--- src/rtl/uart9_pkg.sv ---
package uart9_pkg;
  localparam int unsigned DATA_W_DEF = 8;

  typedef enum logic {
    ST_IDLE  = 1'b0,
    ST_SHIFT = 1'b1
  } tx_state_e;
endpackage

--- src/rtl/uart9_txbuf.sv ---
module uart9_txbuf #(
  parameter int unsigned DW = 8
) (
  input  logic          clk_i,
  input  logic          rst_ni,
  input  logic          data_we_i,
  input  logic [DW-1:0] data_i,
  input  logic          ninth_we_i,
  input  logic          ninth_i,
  input  logic          take_i,
  output logic [DW-1:0] data_o,
  output logic          ninth_o,
  output logic          full_o
);
  logic [DW-1:0] data_q;
  logic          t8_q;
  logic          full_q;

  always_ff @(posedge clk_i or negedge rst_ni) begin
    if (!rst_ni) begin
      data_q <= '0;
      full_q <= 1'b0;
    end else begin
      if (data_we_i) data_q <= data_i;
      // a write in the take cycle refills the buffer
      if (data_we_i)   full_q <= 1'b1;
      else if (take_i) full_q <= 1'b0;
    end
  end

  // sticky ninth bit, untouched by loads
  always_ff @(posedge clk_i or negedge rst_ni) begin
    if (!rst_ni)         t8_q <= 1'b0;
    else if (ninth_we_i) t8_q <= ninth_i;
  end

  assign data_o  = data_q;
  assign ninth_o = t8_q;
  assign full_o  = full_q;

  AST_T8_STICKY: assert property (@(posedge clk_i) disable iff (!rst_ni)
    !ninth_we_i |=> $stable(t8_q));
  AST_WRITE_FILLS: assert property (@(posedge clk_i) disable iff (!rst_ni)
    data_we_i |=> full_q);
endmodule

--- src/rtl/uart9_txshift.sv ---
module uart9_txshift
  import uart9_pkg::*;
#(
  parameter int unsigned DW = 8
) (
  input  logic          clk_i,
  input  logic          rst_ni,
  input  logic          bit_en_i,
  input  logic          mode9_i,
  input  logic          full_i,
  input  logic [DW-1:0] data_i,
  input  logic          ninth_i,
  output logic          take_o,
  output logic          busy_o,
  output logic          txd_o
);
  localparam int unsigned SH_W  = DW + 3;
  localparam int unsigned CNT_W = $clog2(SH_W + 1);
  localparam logic [CNT_W-1:0] LEN9 = CNT_W'(DW + 3);
  localparam logic [CNT_W-1:0] LEN8 = CNT_W'(DW + 2);

  tx_state_e        state_q;
  logic [SH_W-1:0]  sh_q;
  logic [CNT_W-1:0] cnt_q;
  logic [CNT_W-1:0] nbits_q;
  logic             last_bit;
  logic             busy;

  assign busy     = (state_q == ST_SHIFT);
  assign last_bit = (cnt_q == nbits_q - CNT_W'(1));
  // load when idle, or exactly at the end of a stop bit
  assign take_o   = bit_en_i && full_i && (!busy || last_bit);

  always_ff @(posedge clk_i or negedge rst_ni) begin
    if (!rst_ni) begin
      state_q <= ST_IDLE;
      sh_q    <= '1;
      cnt_q   <= '0;
      nbits_q <= LEN8;
    end else if (take_o) begin
      state_q <= ST_SHIFT;
      sh_q    <= {1'b1, (mode9_i ? ninth_i : 1'b1), data_i, 1'b0};
      cnt_q   <= '0;
      nbits_q <= mode9_i ? LEN9 : LEN8;
    end else if (bit_en_i && busy) begin
      if (last_bit) begin
        state_q <= ST_IDLE;
      end else begin
        sh_q  <= {1'b1, sh_q[SH_W-1:1]};
        cnt_q <= cnt_q + CNT_W'(1);
      end
    end
  end

  assign busy_o = busy;
  assign txd_o  = busy ? sh_q[0] : 1'b1;

  AST_BIT_HOLD: assert property (@(posedge clk_i) disable iff (!rst_ni)
    (busy && !bit_en_i) |=> ($stable(sh_q) && $stable(cnt_q)));
  AST_START_LOW: assert property (@(posedge clk_i) disable iff (!rst_ni)
    take_o |=> (txd_o == 1'b0));
  AST_CNT_RANGE: assert property (@(posedge clk_i) disable iff (!rst_ni)
    busy |-> (cnt_q < nbits_q));
  AST_LOAD_ON_TICK: assert property (@(posedge clk_i) disable iff (!rst_ni)
    (!busy && !bit_en_i) |=> !busy);
endmodule

--- src/rtl/uart9_tx.sv ---
module uart9_tx #(
  parameter int unsigned DATA_W = uart9_pkg::DATA_W_DEF
) (
  input  logic              clk_i,
  input  logic              rst_ni,
  input  logic              bit_en_i,
  input  logic              mode9_i,
  input  logic              data_we_i,
  input  logic [DATA_W-1:0] data_i,
  input  logic              ninth_we_i,
  input  logic              ninth_i,
  output logic              txd_o,
  output logic              buf_empty_o,
  output logic              tx_done_o
);
  logic [DATA_W-1:0] buf_data;
  logic              buf_ninth;
  logic              buf_full;
  logic              take;
  logic              busy;

  uart9_txbuf #(.DW(DATA_W)) u_buf (
    .clk_i      (clk_i),
    .rst_ni     (rst_ni),
    .data_we_i  (data_we_i),
    .data_i     (data_i),
    .ninth_we_i (ninth_we_i),
    .ninth_i    (ninth_i),
    .take_i     (take),
    .data_o     (buf_data),
    .ninth_o    (buf_ninth),
    .full_o     (buf_full)
  );

  uart9_txshift #(.DW(DATA_W)) u_shift (
    .clk_i    (clk_i),
    .rst_ni   (rst_ni),
    .bit_en_i (bit_en_i),
    .mode9_i  (mode9_i),
    .full_i   (buf_full),
    .data_i   (buf_data),
    .ninth_i  (buf_ninth),
    .take_o   (take),
    .busy_o   (busy),
    .txd_o    (txd_o)
  );

  assign buf_empty_o = !buf_full;
  assign tx_done_o   = !busy && !buf_full;

  AST_DONE_IDLE: assert property (@(posedge clk_i) disable iff (!rst_ni)
    tx_done_o |-> txd_o);
  AST_TAKE_EMPTIES: assert property (@(posedge clk_i) disable iff (!rst_ni)
    (take && !data_we_i) |=> buf_empty_o);
endmodule

--- config.mk ---
export PLATFORM = sky130hd
export DESIGN_NAME = uart9_tx
export DESIGN_NICKNAME = d
export VERILOG_FILES = /design/src/rtl/uart9_pkg.sv /design/src/rtl/uart9_txbuf.sv /design/src/rtl/uart9_txshift.sv /design/src/rtl/uart9_tx.sv
export SDC_FILE = /design/constraint.sdc
export NUM_CORES = 1
export LEC_CHECK = 0
export BUFFER_PORTS_ARGS = -buffer_cell sky130_fd_sc_hd__buf_2
export CAP_MARGIN = 0
export CORE_ASPECT_RATIO = 0.8
export CORE_UTILIZATION = 60
export CTS_CLUSTER_DIAMETER = 120
export DETAILED_ROUTE_END_ITERATION = 10
export GPL_ROUTABILITY_DRIVEN = 0
export HOLD_SLACK_MARGIN = 0.1
export PLACE_DENSITY_LB_ADDON = 0.05
export SYNTH_ARGS = -nofsm -noshare
export SYNTH_HDL_FRONTEND = slang
export SYNTH_SLANG_ARGS = --single-unit
--- constraint.sdc ---
create_clock -name clk_i -period 4.5 [get_ports clk_i]
set_input_delay 0.9 -clock clk_i [delete_from_list [all_inputs] [get_ports clk_i]]
set_output_delay 0.9 -clock clk_i [all_outputs]
set_load 0.005 [all_outputs]
==> flow_summary.toml <==
[drt]
vias_per_cell = 6.088
drt-initial-drc-count = 30
routedWlPerCell_um = 14.65
drtAntennaViolNets = 0
dr.pass1.iters = 4
route.detailed.drc = 0
dr_total_vias = 1102
drt_wl_total_mm = 2.651

[grt]
grt_pass1_vias = 1050
grt_pass1_wl_mm = 4.547
track_usage_pct = 23.81
met3_usage_pct = 5.444
antenna_found_initial = 0
use_met1_pct = 30.54
grt_remaining_overflow = 0
grt.busiest_layer = "met2"
grt_util_met2_pct = 41.93
grt_max_degree = 27

[min_path]
worstHoldStart = "u_buf.data_o[4]$_DFFE_PN0P_"
hold_class = "register to register"
whs_path_depth = 2
min_to = "u_shift.sh_q[5]$_DFFE_PN1P_"

[logic_synthesis]
synthCells = 143
synthFlopType = "dfrtp_1"
seq_area_frac_synth_pct = 47.88
synth_area_um2 = 1385
async_flop_share_pct = 100.0
synth_seq_cells = 26
syn_area_per_cell_um2 = 9.686
synth_edf_count = 0
synth_nets = 159
yosys_warnings = 0
synth.distinct_cells = 32

[finish]
num-fill-cells = 171
nNetsFinal = 173
antennaDiodeCount = 0
utilization_pct = 69.39
drive_gt1_share_pct = 24.36
area_growth_pct = 8.130

[sta]
worst_pin_slew_ps = 715.7
tns_ps = 0
min_period_over_period_pct = 52.48
rsz0062_at_grt = "false"
period_needed_ps = 2362
setup_violations = 0
finalHoldViolations = 0
slew_viol_final = 0
slew_headroom_pct = 52.19
worst_clock_skew_ps = 10.84
max_freq_ghz = 0.4234

[die]
core_um2 = 2158
core.rowCount = 15
io_pins = 18
chipWidth_um = 55.72
die_height_um = 44.98
dieArea_um2 = 2506
initial_core_util_pct = 64.17

[clocking]
clock_latency_ps = 320
cts_tree = "built"
cts_sinks = 26
cts_made_buffers = 3
cts_setup_buffers = 0
ctsResizeCount = 0
clockBufferDepth = 2
path_clk_slew_ps = 140
ctsHtreeMaxLevel = 1
cts_root_buffer = "clkbuf_4"
hold_buffers = 0

[power]
max-vdd-ir-drop_mv = 0.2958
p_leak_nw = 0.6787
power_density_nw_per_um2 = 455.6

[job]
drv_cap = 0

[critical_path]
r2r_cells = 4
rrSetupSlack_ps = 2400
arrival_ps = 1460
worstPathMaxFanout = 14
endpoint_kind = "output pin"
start_kind = "register"
cp.required_ps = 3600
reg2reg_from = "u_shift.cnt_q[2]$_DFFE_PN0P_"
critPathKind = "register to output pin"
r2r-end = "u_shift.nbits_q[0]$_DFFE_PN0P_"

[placement]
hpwlAfterDp_mm = 1.828
port_buffers = 17

[outcome]
status = "complete, no violations"
-- registers in the layout (all words and copies together) (netlist names) --
name / cells
u_buf.ninth_o: 1
u_buf.full_o: 1
u_shift.busy_o: 1
u_shift.cnt_q: 4
u_buf.data_o: 8
u_shift.sh_q: 10
u_shift.nbits_q: 1
-- synthesized netlist by cell type, types with 2 or more instances --
cell / instances / share of area [%]
nand2_1: 17 / 4.6
a221oi_1: 8 / 5.1
o21ai_0: 13 / 4.7
dfrtp_1: 16 / 29
nor2_1: 2 / 0.54
mux2_2: 3 / 2.4
nor3b_1: 2 / 1.1
o211ai_1: 9 / 4.9
a21oi_1: 3 / 1.1
buf_2: 2 / 0.72
or3_1: 8 / 3.6
clkbuf_1: 5 / 1.4
nor2b_1: 3 / 1.4
nand3_1: 3 / 1.1
dfstp_2: 10 / 19
inv_1: 17 / 4.6
o2111ai_1: 7 / 4.4
-- final cells by class --
| type | instances | area (um2) | area share [%] |
|---|---|---|---|
| clock buffer | 4 | 36.28 | 2.423 |
| inverter | 18 | 67.56 | 4.511 |
| multi-input combinational | 91 | 614.3 | 41.02 |
| sequential | 26 | 663.1 | 44.28 |
| tap | 25 | 31.28 | 2.089 |
| timing repair buffer | 17 | 85.08 | 5.681 |
-- worst max path at each step --
stage	startpoint	to	slack, ps	cells after the start
6_report	u_buf.full_o$_DFFE_PN0P_	buf_empty_o	2140	2
5_1_grt	u_buf.full_o$_DFFE_PN0P_	buf_empty_o	1990	2
3_5_place_dp	bit_en_i	u_shift.nbits_q[0]$_DFFE_PN0P_	2320	4
4_1_cts	u_buf.full_o$_DFFE_PN0P_	buf_empty_o	2150	2
3_3_place_gp	bit_en_i	u_shift.nbits_q[0]$_DFFE_PN0P_	2400	4
2_1_floorplan	bit_en_i	u_shift.nbits_q[0]$_DFFE_PN0P_	2770	3
-- kinds of logic after synthesis --
group                      Yosys count  share of synthesized area [%]
AOI/OAI and AO/OA                   45                          24.12
and+or+nand+nor                     41                          16.17
adders and majority gates            1                         0.9032
muxes                                4                          3.162
buffers and inverters               26                          7.769
DFF                                 26                          47.88
-- where the power goes --
group,internal (mW),total (mW),switching [mW]
registers,0.317,0.377,0.0606
clock network,0.0495,0.116,0.0661
logic,0.0844,0.189,0.105
total,0.451,0.682,0.232
-- metal layers --
layer / wire [um] / vias to the layer above
li1: - / 541
met1: 1279 / 525
met2: 1212 / 32
met3: 143 / 4
met4: 15 / 0
met5: 0 / -
-- metrics by stage --
stage | hold slack [ps] | setup WS [ps] | power [mW] | cells | instance area, um2
floorplan | 450.6 | 2771 | 0.5171 | 143 | 1385
global placement | 480.3 | 2396 | 0.5605 | 177 | 1461
detailed placement | 488.8 | 2322 | 0.5686 | 177 | 1461
CTS | 511.4 | 2146 | 0.6852 | 181 | 1498
global route | 523.9 | 1990 | 0.7271 | 181 | 1498
finish | 504.5 | 2138 | 0.6824 | 181 | 1498
-- worst max-delay path, cell delays in order (launching register included) --
cell and delay (ps):
dfrtp_1 600, clkinv_1 330, buf_2 210
-- placed cells by master (no fill, tap or decap), types with 2 or more instances in the layout --
cell / instances
nor2_1: 2
mux2_2: 3
dfstp_2: 10
nor2b_1: 3
nand3_1: 3
or3_1: 8
inv_1: 17
o211ai_1: 9
clkbuf_4: 3
buf_2: 17
nor3b_1: 2
nand2_1: 17
o2111ai_1: 7
a221oi_1: 8
a21oi_1: 3
o21ai_0: 13
dfrtp_1: 16
Power figures use the tool's default switching activity.
